$ cat src/rtl/clksw_pkg.sv
package clksw_pkg;
    typedef enum logic [1:0] {
        SRC_IRC  = 2'd0,
        SRC_XTAL = 2'd1,
        SRC_PLL  = 2'd2,
        SRC_RSVD = 2'd3
    } clk_src_e;

    typedef enum logic {
        ST_RUN  = 1'b0,
        ST_PEND = 1'b1
    } sw_state_e;

    localparam int unsigned EN_IRC  = 0;
    localparam int unsigned EN_XTAL = 1;
    localparam int unsigned EN_PLL  = 2;
    localparam int unsigned N_SRC   = 3;
endpackage

$ cat src/rtl/clksw_xtal_mon.sv
module clksw_xtal_mon #(
    parameter int unsigned MON_LIMIT   = 16,
    parameter int unsigned SYNC_STAGES = 2
) (
    input  logic clk,
    input  logic rst_n,
    input  logic arm,
    input  logic xtal_clk,
    output logic fail
);
    localparam int unsigned CW = (MON_LIMIT > 2) ? $clog2(MON_LIMIT) : 1;
    localparam logic [CW-1:0] LAST = CW'(MON_LIMIT - 1);

    logic [SYNC_STAGES:0] sync_q;
    logic [CW-1:0]        gap_cnt;
    logic                 edge_seen;

    always_ff @(posedge clk or negedge rst_n) begin
        if (!rst_n) sync_q <= '0;
        else        sync_q <= {sync_q[SYNC_STAGES-1:0], xtal_clk};
    end

    assign edge_seen = sync_q[SYNC_STAGES] ^ sync_q[SYNC_STAGES-1];

    always_ff @(posedge clk or negedge rst_n) begin
        if (!rst_n)                   gap_cnt <= '0;
        else if (!arm || edge_seen)   gap_cnt <= '0;
        else if (gap_cnt == LAST)     gap_cnt <= '0;
        else                          gap_cnt <= gap_cnt + 1'b1;
    end

    assign fail = arm && !edge_seen && (gap_cnt == LAST);


    fail_single_chk: assert property (@(posedge clk) disable iff (!rst_n)
        fail |=> !fail);


    edge_quiet_chk: assert property (@(posedge clk) disable iff (!rst_n)
        (arm && edge_seen) |=> !fail);
endmodule

$ cat src/rtl/clksw_en_guard.sv
module clksw_en_guard
    import clksw_pkg::*;
(
    input  logic         clk,
    input  logic         rst_n,
    input  logic         en_wr,
    input  logic [N_SRC-1:0] en_data,
    input  clk_src_e     active,
    input  logic         pll_src,
    input  logic         fail,
    input  logic         force_fb,
    output logic [N_SRC-1:0] en_q
);
    logic [N_SRC-1:0] lock;
    logic [N_SRC-1:0] en_nxt;

    always_comb begin
        lock[EN_IRC]  = (active == SRC_IRC)  || (en_q[EN_PLL] && !pll_src);
        lock[EN_XTAL] = (active == SRC_XTAL) || (en_q[EN_PLL] &&  pll_src);
        lock[EN_PLL]  = (active == SRC_PLL);
    end

    always_comb begin
        en_nxt = en_q;
        if (en_wr) en_nxt = en_data | (lock & en_q);
        if (fail) en_nxt[EN_XTAL] = 1'b0;
        if (force_fb) begin
            en_nxt[EN_PLL] = 1'b0;
            en_nxt[EN_IRC] = 1'b1;
        end
    end

    always_ff @(posedge clk or negedge rst_n) begin
        if (!rst_n) en_q <= N_SRC'(1 << EN_IRC);
        else        en_q <= en_nxt;
    end


    irc_lock_chk: assert property (@(posedge clk) disable iff (!rst_n)
        (lock[EN_IRC] && en_q[EN_IRC]) |=> en_q[EN_IRC]);


    xtal_lock_chk: assert property (@(posedge clk) disable iff (!rst_n)
        (lock[EN_XTAL] && en_q[EN_XTAL] && !fail) |=> en_q[EN_XTAL]);


    pll_lock_chk: assert property (@(posedge clk) disable iff (!rst_n)
        (lock[EN_PLL] && en_q[EN_PLL] && !force_fb) |=> en_q[EN_PLL]);
endmodule

$ cat src/rtl/clksw_ctrl.sv
module clksw_ctrl
    import clksw_pkg::*;
#(
    parameter int unsigned MON_LIMIT   = 16,
    parameter int unsigned SYNC_STAGES = 2
) (
    input  logic       clk,
    input  logic       rst_n,
    input  logic       sel_wr,
    input  logic [1:0] sel_data,
    input  logic       en_wr,
    input  logic [2:0] en_data,
    input  logic       pll_src,
    input  logic       mon_en,
    input  logic       stuck_clr,
    input  logic       irc_stable,
    input  logic       xtal_stable,
    input  logic       pll_stable,
    input  logic       xtal_clk,
    output logic [1:0] active_src,
    output logic [1:0] sel_rd,
    output logic       switching,
    output logic       irc_en,
    output logic       xtal_en,
    output logic       pll_en,
    output logic       stuck_flag,
    output logic       nmi_evt
);
    sw_state_e        state, state_nxt;
    clk_src_e         active, active_nxt;
    clk_src_e         target, target_nxt;
    clk_src_e         req;
    logic [N_SRC-1:0] en_q;
    logic [3:0]       stable_vec;
    logic [3:0]       en_vec;
    logic             ready;
    logic             req_ok;
    logic             mon_fail;
    logic             xtal_used;
    logic             force_fb;

    assign req        = clk_src_e'(sel_data);
    assign req_ok     = sel_wr && (req != SRC_RSVD);
    assign stable_vec = {1'b0, pll_stable, xtal_stable, irc_stable};
    assign en_vec     = {1'b0, en_q};
    assign ready      = stable_vec[target] && en_vec[target];
    assign xtal_used  = (active == SRC_XTAL) || (pll_src && en_q[EN_PLL]);
    assign force_fb   = mon_fail && xtal_used;

    clksw_xtal_mon #(
        .MON_LIMIT  (MON_LIMIT),
        .SYNC_STAGES(SYNC_STAGES)
    ) u_mon (
        .clk     (clk),
        .rst_n   (rst_n),
        .arm     (mon_en && en_q[EN_XTAL]),
        .xtal_clk(xtal_clk),
        .fail    (mon_fail)
    );

    clksw_en_guard u_guard (
        .clk     (clk),
        .rst_n   (rst_n),
        .en_wr   (en_wr),
        .en_data (en_data),
        .active  (active),
        .pll_src (pll_src),
        .fail    (mon_fail),
        .force_fb(force_fb),
        .en_q    (en_q)
    );

    always_comb begin
        state_nxt  = state;
        active_nxt = active;
        target_nxt = target;
        if (force_fb) begin
            state_nxt  = ST_RUN;
            active_nxt = SRC_IRC;
            target_nxt = SRC_IRC;
        end else begin
            unique case (state)
                ST_RUN: begin
                    if (req_ok && req != active) begin
                        state_nxt  = ST_PEND;
                        target_nxt = req;
                    end
                end
                ST_PEND: begin
                    if (req_ok) begin
                        if (req == active) state_nxt = ST_RUN;
                        else               target_nxt = req;
                    end else if (ready) begin
                        active_nxt = target;
                        state_nxt  = ST_RUN;
                    end
                end
            endcase
        end
    end

    always_ff @(posedge clk or negedge rst_n) begin
        if (!rst_n) begin
            state  <= ST_RUN;
            active <= SRC_IRC;
            target <= SRC_IRC;
        end else begin
            state  <= state_nxt;
            active <= active_nxt;
            target <= target_nxt;
        end
    end

    always_ff @(posedge clk or negedge rst_n) begin
        if (!rst_n) begin
            stuck_flag <= 1'b0;
            nmi_evt    <= 1'b0;
        end else begin
            nmi_evt <= mon_fail;
            if (mon_fail)       stuck_flag <= 1'b1;
            else if (stuck_clr) stuck_flag <= 1'b0;
        end
    end

    always_comb begin
        active_src = active;
        switching  = (state == ST_PEND);
        sel_rd     = (state == ST_PEND) ? target : active;
        irc_en     = en_q[EN_IRC];
        xtal_en    = en_q[EN_XTAL];
        pll_en     = en_q[EN_PLL];
    end


    hold_until_ready_chk: assert property (@(posedge clk) disable iff (!rst_n)
        (state == ST_PEND && !sel_wr && !force_fb && !ready) |=> (active_src == $past(active_src)));


    cancel_chk: assert property (@(posedge clk) disable iff (!rst_n)
        (state == ST_PEND && req_ok && req == active && !force_fb) |=> !switching);


    fail_effect_chk: assert property (@(posedge clk) disable iff (!rst_n)
        mon_fail |=> (stuck_flag && nmi_evt && !xtal_en));


    nmi_pulse_chk: assert property (@(posedge clk) disable iff (!rst_n)
        nmi_evt |=> !nmi_evt);


    fallback_chk: assert property (@(posedge clk) disable iff (!rst_n)
        force_fb |=> (active_src == SRC_IRC && !switching && !pll_en && irc_en));


    stuck_hold_chk: assert property (@(posedge clk) disable iff (!rst_n)
        (stuck_flag && !stuck_clr) |=> stuck_flag);
endmodule

$ cat config.mk
export PLATFORM = sky130hd
export DESIGN_NAME = clksw_ctrl
export DESIGN_NICKNAME = d
export VERILOG_FILES = /design/src/rtl/clksw_pkg.sv /design/src/rtl/clksw_xtal_mon.sv /design/src/rtl/clksw_en_guard.sv /design/src/rtl/clksw_ctrl.sv
export SDC_FILE = /design/constraint.sdc
export NUM_CORES = 1
export LEC_CHECK = 0
export ABC_AREA = 1
export BUFFER_PORTS_ARGS = -buffer_cell sky130_fd_sc_hd__buf_2
export CAP_MARGIN = 20
export CORE_MARGIN = 2
export CORE_UTILIZATION = 44
export CTS_CLUSTER_SIZE = 25
export DETAILED_ROUTE_END_ITERATION = 8
export GPL_TIMING_DRIVEN = 0
export PLACE_DENSITY = 0.85
export SETUP_SLACK_MARGIN = 0.2
export SLEW_MARGIN = 20
export SYNTH_ARGS = -nofsm -noshare
export SYNTH_HDL_FRONTEND = slang
export SYNTH_SLANG_ARGS = --single-unit
export TNS_END_PERCENT = 5
$ cat constraint.sdc
create_clock -name clk -period 1.1 [get_ports clk]
set_input_delay 0.11 -clock clk [delete_from_list [all_inputs] [get_ports clk]]
set_output_delay 0.11 -clock clk [all_outputs]
set_load 0.05 [all_outputs]
==> reports/metrics.csv, run 1 <==
stage,metric,value,unit
worst_setup_path,path_cells,"inv_4, nand2_2, o21ai_4, buf_6",
timing,setup_tns,-0.8522,ns
clock_network,htreeDepth,1,
timing,finalWorstSetupSlack,-0.1281,ns
final_layout,n_antenna_cell,0,
logic_synthesis,synth.most_common_cell,nand2_1,
clock_network,clk_transition_reported_paths,0.10,ns
outcome,violations,setup timing,
logic_synthesis,synth_cell_type_count,21,
worst_setup_path,cp-start-kind,register,
clock_network,cts.sinks,17,
timing,finalMaxSlewViolations,0,
timing,fin_crit,1.228,ns
final_layout,stdcell_count,161,
worst_setup_path,cp_data_required_time,0.99,ns
die,die_w,47.75,um
clock_network,clk_latency,0.29,ns
global_routing,grt_usage,18.97,%
clock_network,cts_inserted_buffers,3,
global_routing,antenna_found_initial,0,
placement,dpl.cell_count,151,
route,drc,0,
placement,gp_congestion,0.9059,
timing,finalClockSkew,0.001210,ns
final_layout,syn_to_final_growth,43.98,%
power_and_ir_drop,power.total,2.771,mW
placement,dp_hpwl,1.376,mm
clock_network,clockBufferDepth,2,
final_layout,fin_nets,154,
worst_setup_path,endpoint_kind,output port,
logic_synthesis,synth_area,842.1,sq um
worst_setup_path,critPathArrivalTime,1.12,ns
outcome,outcome,"finished, violations left",
global_routing,grt_pass1_wl,2.932,mm
power_and_ir_drop,power_density,2286,nW/um^2
timing,fin_crit_sh,111.6,%
route,routedWlPerCell,11.58,um
timing,rsz0062_at_grt,yes,
global_routing,grt_start_max_net_pins,18,
worst_setup_path,slowest_stage,dfrtp_2,
logic_synthesis,yosysSeqAreaShare,50.67,%
global_routing,grt_pass1_vias,764,
route,drt-initial-drc-count,5,
power_and_ir_drop,ir_drop,1.336,mV
placement,dp_slack,-0.2375,ns
placement,io_buffers,25,
worst_setup_path,path_max_fanout,4,
timing,finalHoldViolCount,0,
route,wl,1.865,mm
logic_synthesis,synth.top_cell.area_share,47.55,%
power_and_ir_drop,p_leak,0.6177,nW
clock_network,cts_tree,done,
logic_synthesis,yosys_warnings,0,
die,core,1764,sq um
logic_synthesis,ys_ff_latch,17,
worst_setup_path,crit_type,register to output port,
logic_synthesis,synth_nets,118,
die,fp.dieH,47.75,um
die,pin_count,26,
worst_setup_path,slowest_delay,0.46,ns
placement,post_dp_cell_area,1027,sq um
logic_synthesis,ys_top_cells_by_area,"dfrtp_1, nand2_1, inv_1",
route,drtPass1Iterations,4,
route,vias_per_cell,5.056,
global_routing,overflow,0,
final_layout,drive_above_1_share,42.65,%
timing,setup_viol,13,
die,rows,15,
route,ant_nets,0,
logic_synthesis,synth_flop_cell,dfrtp_1,
logic_synthesis,synthTopCellsByCount,"nand2_1, dfrtp_1, inv_1",
timing,worst_pin_slew,0.3861,ns
hold_path,hp-class,primary input to register,
logic_synthesis,synthCells,101,
logic_synthesis,synth_top_cell_by_area,dfrtp_1,
route,dr_total_vias,814,
run,cap_viol_max_count,0,
clock_network,cts-root-buf,clkbuf_4,
final_layout,finalInstanceArea,1212,sq um
logic_synthesis,avgSynthCellArea,8.337,sq um
die,dieArea,2280,sq um
timing,fmax,814.2,MHz
logic_synthesis,ys_async_sr_fraction,100.0,%
timing,relSlewSlack,74.26,%
logic_synthesis,synth-edff-count,0,
die,initial_core_util,47.73,%
-- final cells by class --
class / instances / area (sq um)
Clock buffer: 3 / 22.52
Clock inverter: 1 / 7.507
Fill cell: 159 / 551.8
Inverter: 15 / 58.81
Multi-Input combinational cell: 70 / 434.2
Sequential cell: 17 / 432.9
Tap cell: 25 / 31.28
Timing Repair Buffer: 30 / 225.2
-- through the flow --
stage	utilization (%)	hold slack [ns]
5_1_grt	68.72	0.01822
4_1_cts	67.87	0.01105
3_5_place_dp	58.23	0.04991
3_3_place_gp	58.23	0.04268
6_report	68.72	0.02005
2_1_floorplan	-	-0.1856
-- path summary, 6_finish.rpt --
kind / startpoint / endpoint / slack [ns] / cells after the start
min: stuck_clr / stuck_flag / 0.02 / 2
min in group asynchronous: rst_n / u_mon.gap_cnt[0] / 0.27 / 2
max: switching / sel_rd[0] / -0.13 / 4
min reg2reg: u_mon.sync_q[0] / u_mon.sync_q[1] / 0.36 / 0
max in group asynchronous: rst_n / u_guard.en_q[0] / 0.52 / 2
max reg2reg: u_guard.en_q[0] / active_src[1] / -0.11 / 6
-- cells in the final DEF (no fill, tap or decap) --
cell	Yosys	routed
nand3_1	11	11
xnor2_1	2	2
xor2_1	1	1
nand2_2	1	4
nand4_4	1	1
buf_6	0	4
clkinvlp_4	0	1
inv_2	0	2
inv_1	15	12
a22o_1	1	1
buf_8	0	3
inv_4	0	1
dfrtp_1	16	11
nand4_2	0	1
o211ai_1	1	1
nor2_4	1	2
dlygate4sd3_1	0	2
o21ai_0	4	2
a21oi_2	1	1
a22oi_1	1	1
o21ai_4	0	2
buf_2	0	17
a21boi_1	1	1
nor3_2	0	2
nand2_1	29	25
nor2_1	9	8
ha_2	0	1
dfstp_2	1	1
dfrtp_2	0	5
nor3b_2	0	1
clkbuf_4	0	3
nand2_4	0	1
buf_4	0	4
nor2_2	1	1
-- registers in the layout, indices dropped and copies added (netlist names) --
signal / flops
u_mon.sync_q: 3
switching: 1
active_src: 2
u_mon.gap_cnt: 4
nmi_evt: 1
stuck_flag: 1
target: 2
u_guard.en_q: 3
-- power breakdown --
part | internal (mW) | leakage (nW) | switching [mW] | total [mW]
sequential | 0.777 | 0.205 | 0.186 | 0.963
clock | 0.138 | 0.0139 | 0.200 | 0.338
combinational | 0.526 | 0.398 | 0.944 | 1.47
-- logic make-up (layout without fill, tap and decap cells) --
family	after synthesis	in the layout	share of synthesized area, %
AND/OR/NAND/NOR	56	57	30.91
flip-flops	17	17	50.67
buffers and inverters	15	49	6.686
AO/OA/AOI/OAI	9	9	7.134
XOR/XNOR	3	3	3.121
adder cells (fa/ha/maj)	1	1	1.486
-- critical path: cells and delay by family (launching register included) --
kind	cells	cell delay [ns]
flip-flops	1	0.46
buffers and inverters	2	0.26
AND/OR/NAND/NOR	1	0.06
AO/OA/AOI/OAI	1	0.06
-- per-layer routing --
metal,track usage (%),part of all wire [%]
met1,19.71,40
met2,36.00,53
met3,6.038,6.7
met4,5.405,0.59
met5,0,0
-- what timing repair did --
item,4_1_cts,5_1_grt
hold buffers,2,0
resized for setup,27,5
setup endpoints to repair,24,24
hold endpoints to repair,17,0
pin swaps,4,1
cloned,1,0
setup buffers,3,0
Note: power is estimated with default switching activity, not from simulation.
==> run 2, diff against run 1 <==
Settings changed: BUFFER_PORTS_ARGS -buffer_cell sky130_fd_sc_hd__buf_2 to -buffer_cell sky130_fd_sc_hd__clkbuf_2, PLACE_DENSITY 0.85 to 0.72, SLEW_MARGIN 20 to 30.
==> run 2 against run 1 <==
  * Sequential cell count did not move
  * The flow finishes with violations (hold timing, setup timing)
  * Highest routed layer unchanged
  * Die area unchanged
  * First-iteration DRC count rose by 140%
  * Fmax down 1.9%
  * Non-clock buffer count fell by 1
==> reports/metrics.csv, run 2 (same netlist as run 1, synthesis figures left out) <==
stage,metric,value,unit
worst_setup_path,worstSetupStartpoint,switching,
worst_setup_path,path_max_fanout,4,
die,pin_count,26,
worst_setup_path,r2r_setup_slack,-0.14,ns
route,dr_total_vias,763,
global_routing,grt_pass1_wl,2.718,mm
route,drt-initial-drc-count,12,
clock_network,cts_inserted_buffers,3,
placement,io_buffers,25,
die,rows,15,
worst_setup_path,path_cells,"inv_4, nand2_2, o21ai_4, buf_8",
worst_setup_path,endpoint_kind,output port,
worst_setup_path,cp-start-kind,register,
power_and_ir_drop,power.internal,1.537,mW
global_routing,grt_usage,17.63,%
global_routing,antenna_found_initial,0,
final_layout,reg_top3,"u_mon.gap_cnt: 4 flops, u_guard.en_q: 3 flops, u_mon.sync_q: 3 flops",
clock_network,clockBufferDepth,2,
timing,finalHoldViolCount,1,
timing,worst_pin_slew,0.4112,ns
route,wl,1.998,mm
route,ant_nets,0,
die,die_w,47.75,um
worst_setup_path,r2r-start,u_mon.gap_cnt[1],
clock_network,htreeDepth,1,
outcome,outcome,"finished, violations left",
power_and_ir_drop,p_sw,1.366,mW
route,drc,0,
timing,fmax,799.0,MHz
worst_setup_path,slowest_stage,dfrtp_2,
timing,rsz0062_at_grt,yes,
power_and_ir_drop,ir_drop,1.382,mV
clock_network,cts.sinks,17,
timing,finalClockSkew,0.001725,ns
timing,finalMaxSlewViolations,0,
final_layout,syn_to_final_growth,47.10,%
clock_network,clk_transition_reported_paths,0.10,ns
worst_setup_path,crit_type,register to output port,
hold_path,hp-class,primary input to register,
final_layout,final_common_cell,nand2_1,
global_routing,grt_pass1_vias,678,
power_and_ir_drop,p_comb_share,54.4,%
route,vias_per_cell,4.769,
power_and_ir_drop,switching_share,47.05,%
hold_path,min_from,stuck_clr,
die,core,1764,sq um
final_layout,layout_common_cells,"nand2_1, clkbuf_2, inv_1, nand3_1, dfrtp_1",
power_and_ir_drop,clock_power_share,11.7,%
final_layout,drive_above_1_share,42.22,%
clock_network,cts_tree,done,
final_layout,finalInstanceArea,1239,sq um
worst_setup_path,slowest_delay,0.47,ns
global_routing,grt_start_max_net_pins,18,
final_layout,largest_register_ffs,4,
die,fp.dieH,47.75,um
run,cap_viol_max_count,0,
outcome,violations,"hold timing, setup timing",
final_layout,fin_util,70.21,%
die,initial_core_util,47.73,%
final_layout,regMostFlops,u_mon.gap_cnt,
timing,setup_viol,13,
global_routing,overflow,0,
clock_network,clk_latency,0.30,ns
die,dieArea,2280,sq um
clock_network,cts-root-buf,clkbuf_4,
final_layout,fin_nets,153,
route,drtPass1Iterations,4,
power_and_ir_drop,pwr-share-seq,33.9,%
worst_setup_path,cp_data_required_time,0.99,ns
power_and_ir_drop,power_density,2343,nW/um^2
timing,fin_crit,1.252,ns
placement,dp_hpwl,1.341,mm
power_and_ir_drop,p_leak,0.6313,nW
timing,hold_ws,-0.001527,ns
placement,post_dp_cell_area,1027,sq um
worst_setup_path,critPathArrivalTime,1.14,ns
timing,finalWorstSetupSlack,-0.1515,ns
timing,fin_crit_sh,113.8,%
route,routedWlPerCell,12.49,um
placement,gp_congestion,0.7471,
final_layout,n_antenna_cell,0,
timing,relSlewSlack,72.59,%
[run 2: cell types whose count changed in the layout (fill, tap and decap cells not counted), sizes merged]
cell / delta
buf: -18
clkbuf: +17
clkinvlp: -1
clkinv: +1
[run 2: layout make-up]
cell class              count  area, sq um
clock buffers               3        22.52
clock inverters             1        5.005
well taps                  25        31.28
fillers                   156        525.5
repair buffers             29        261.5
flip-flops and latches     17        432.9
multi-input cells          70        426.7
inverters                  15        58.81
[run 2: per-stage QoR]
stage	hold WS (ns)	setup TNS (ns)	worst slack, ns	total power [mW]	cells
final	-0.001527	-1.327	-0.1515	2.903	160
after global routing	-0.01492	-2.317	-0.2086	3.079	160
after CTS	0.006471	-1.019	-0.1750	2.781	159
after detailed placement	0.05873	-1.584	-0.2221	2.194	151
after global placement	0.06073	-1.239	-0.1900	2.169	151
after floorplan	-0.1856	-0.8190	-0.1355	1.909	101
[run 2: critical path: cells and delay by family, from the launching register on]
kind                   cells  cell delay, ns
buffers and inverters      2            0.25
AO/OA/AOI/OAI              1            0.07
AND/OR/NAND/NOR            1            0.06
flip-flops                 1            0.47
[run 2: layer usage]
layer	track usage, %	part of all wire (%)
met4	3.784	1.1
met5	0	0
met1	20.62	41
met2	30.67	54
met3	6.792	4.3
[run 2: power groups by stage]
| stage | combinational, mW | sequential (mW) | clock (mW) |
|---|---|---|---|
| CTS | 1.48 | 0.962 | 0.337 |
| finish | 1.58 | 0.983 | 0.340 |
| global placement | 1.21 | 0.955 | 0 |
| detailed placement | 1.23 | 0.961 | 0 |
| floorplan | 0.689 | 1.22 | 0 |
| global route | 1.69 | 1.00 | 0.389 |
[run 2: worst paths after layout]
kind | endpoint | cells past startpoint
max | sel_rd[0] | 4
min | stuck_flag | 2
max reg2reg | active_src[1] | 6
min reg2reg | u_mon.sync_q[1] | 0
max in group asynchronous | u_guard.en_q[0] | 2
min in group asynchronous | stuck_flag | 2
[run 2: repair_timing]
action	4_1_cts	5_1_grt
cloned	0	1
pin swaps	6	0
resized for setup	25	17
buffers inserted	2	0
setup endpoints to repair	24	24
hold buffers	2	0
endpoints found under the hold margin	17	0
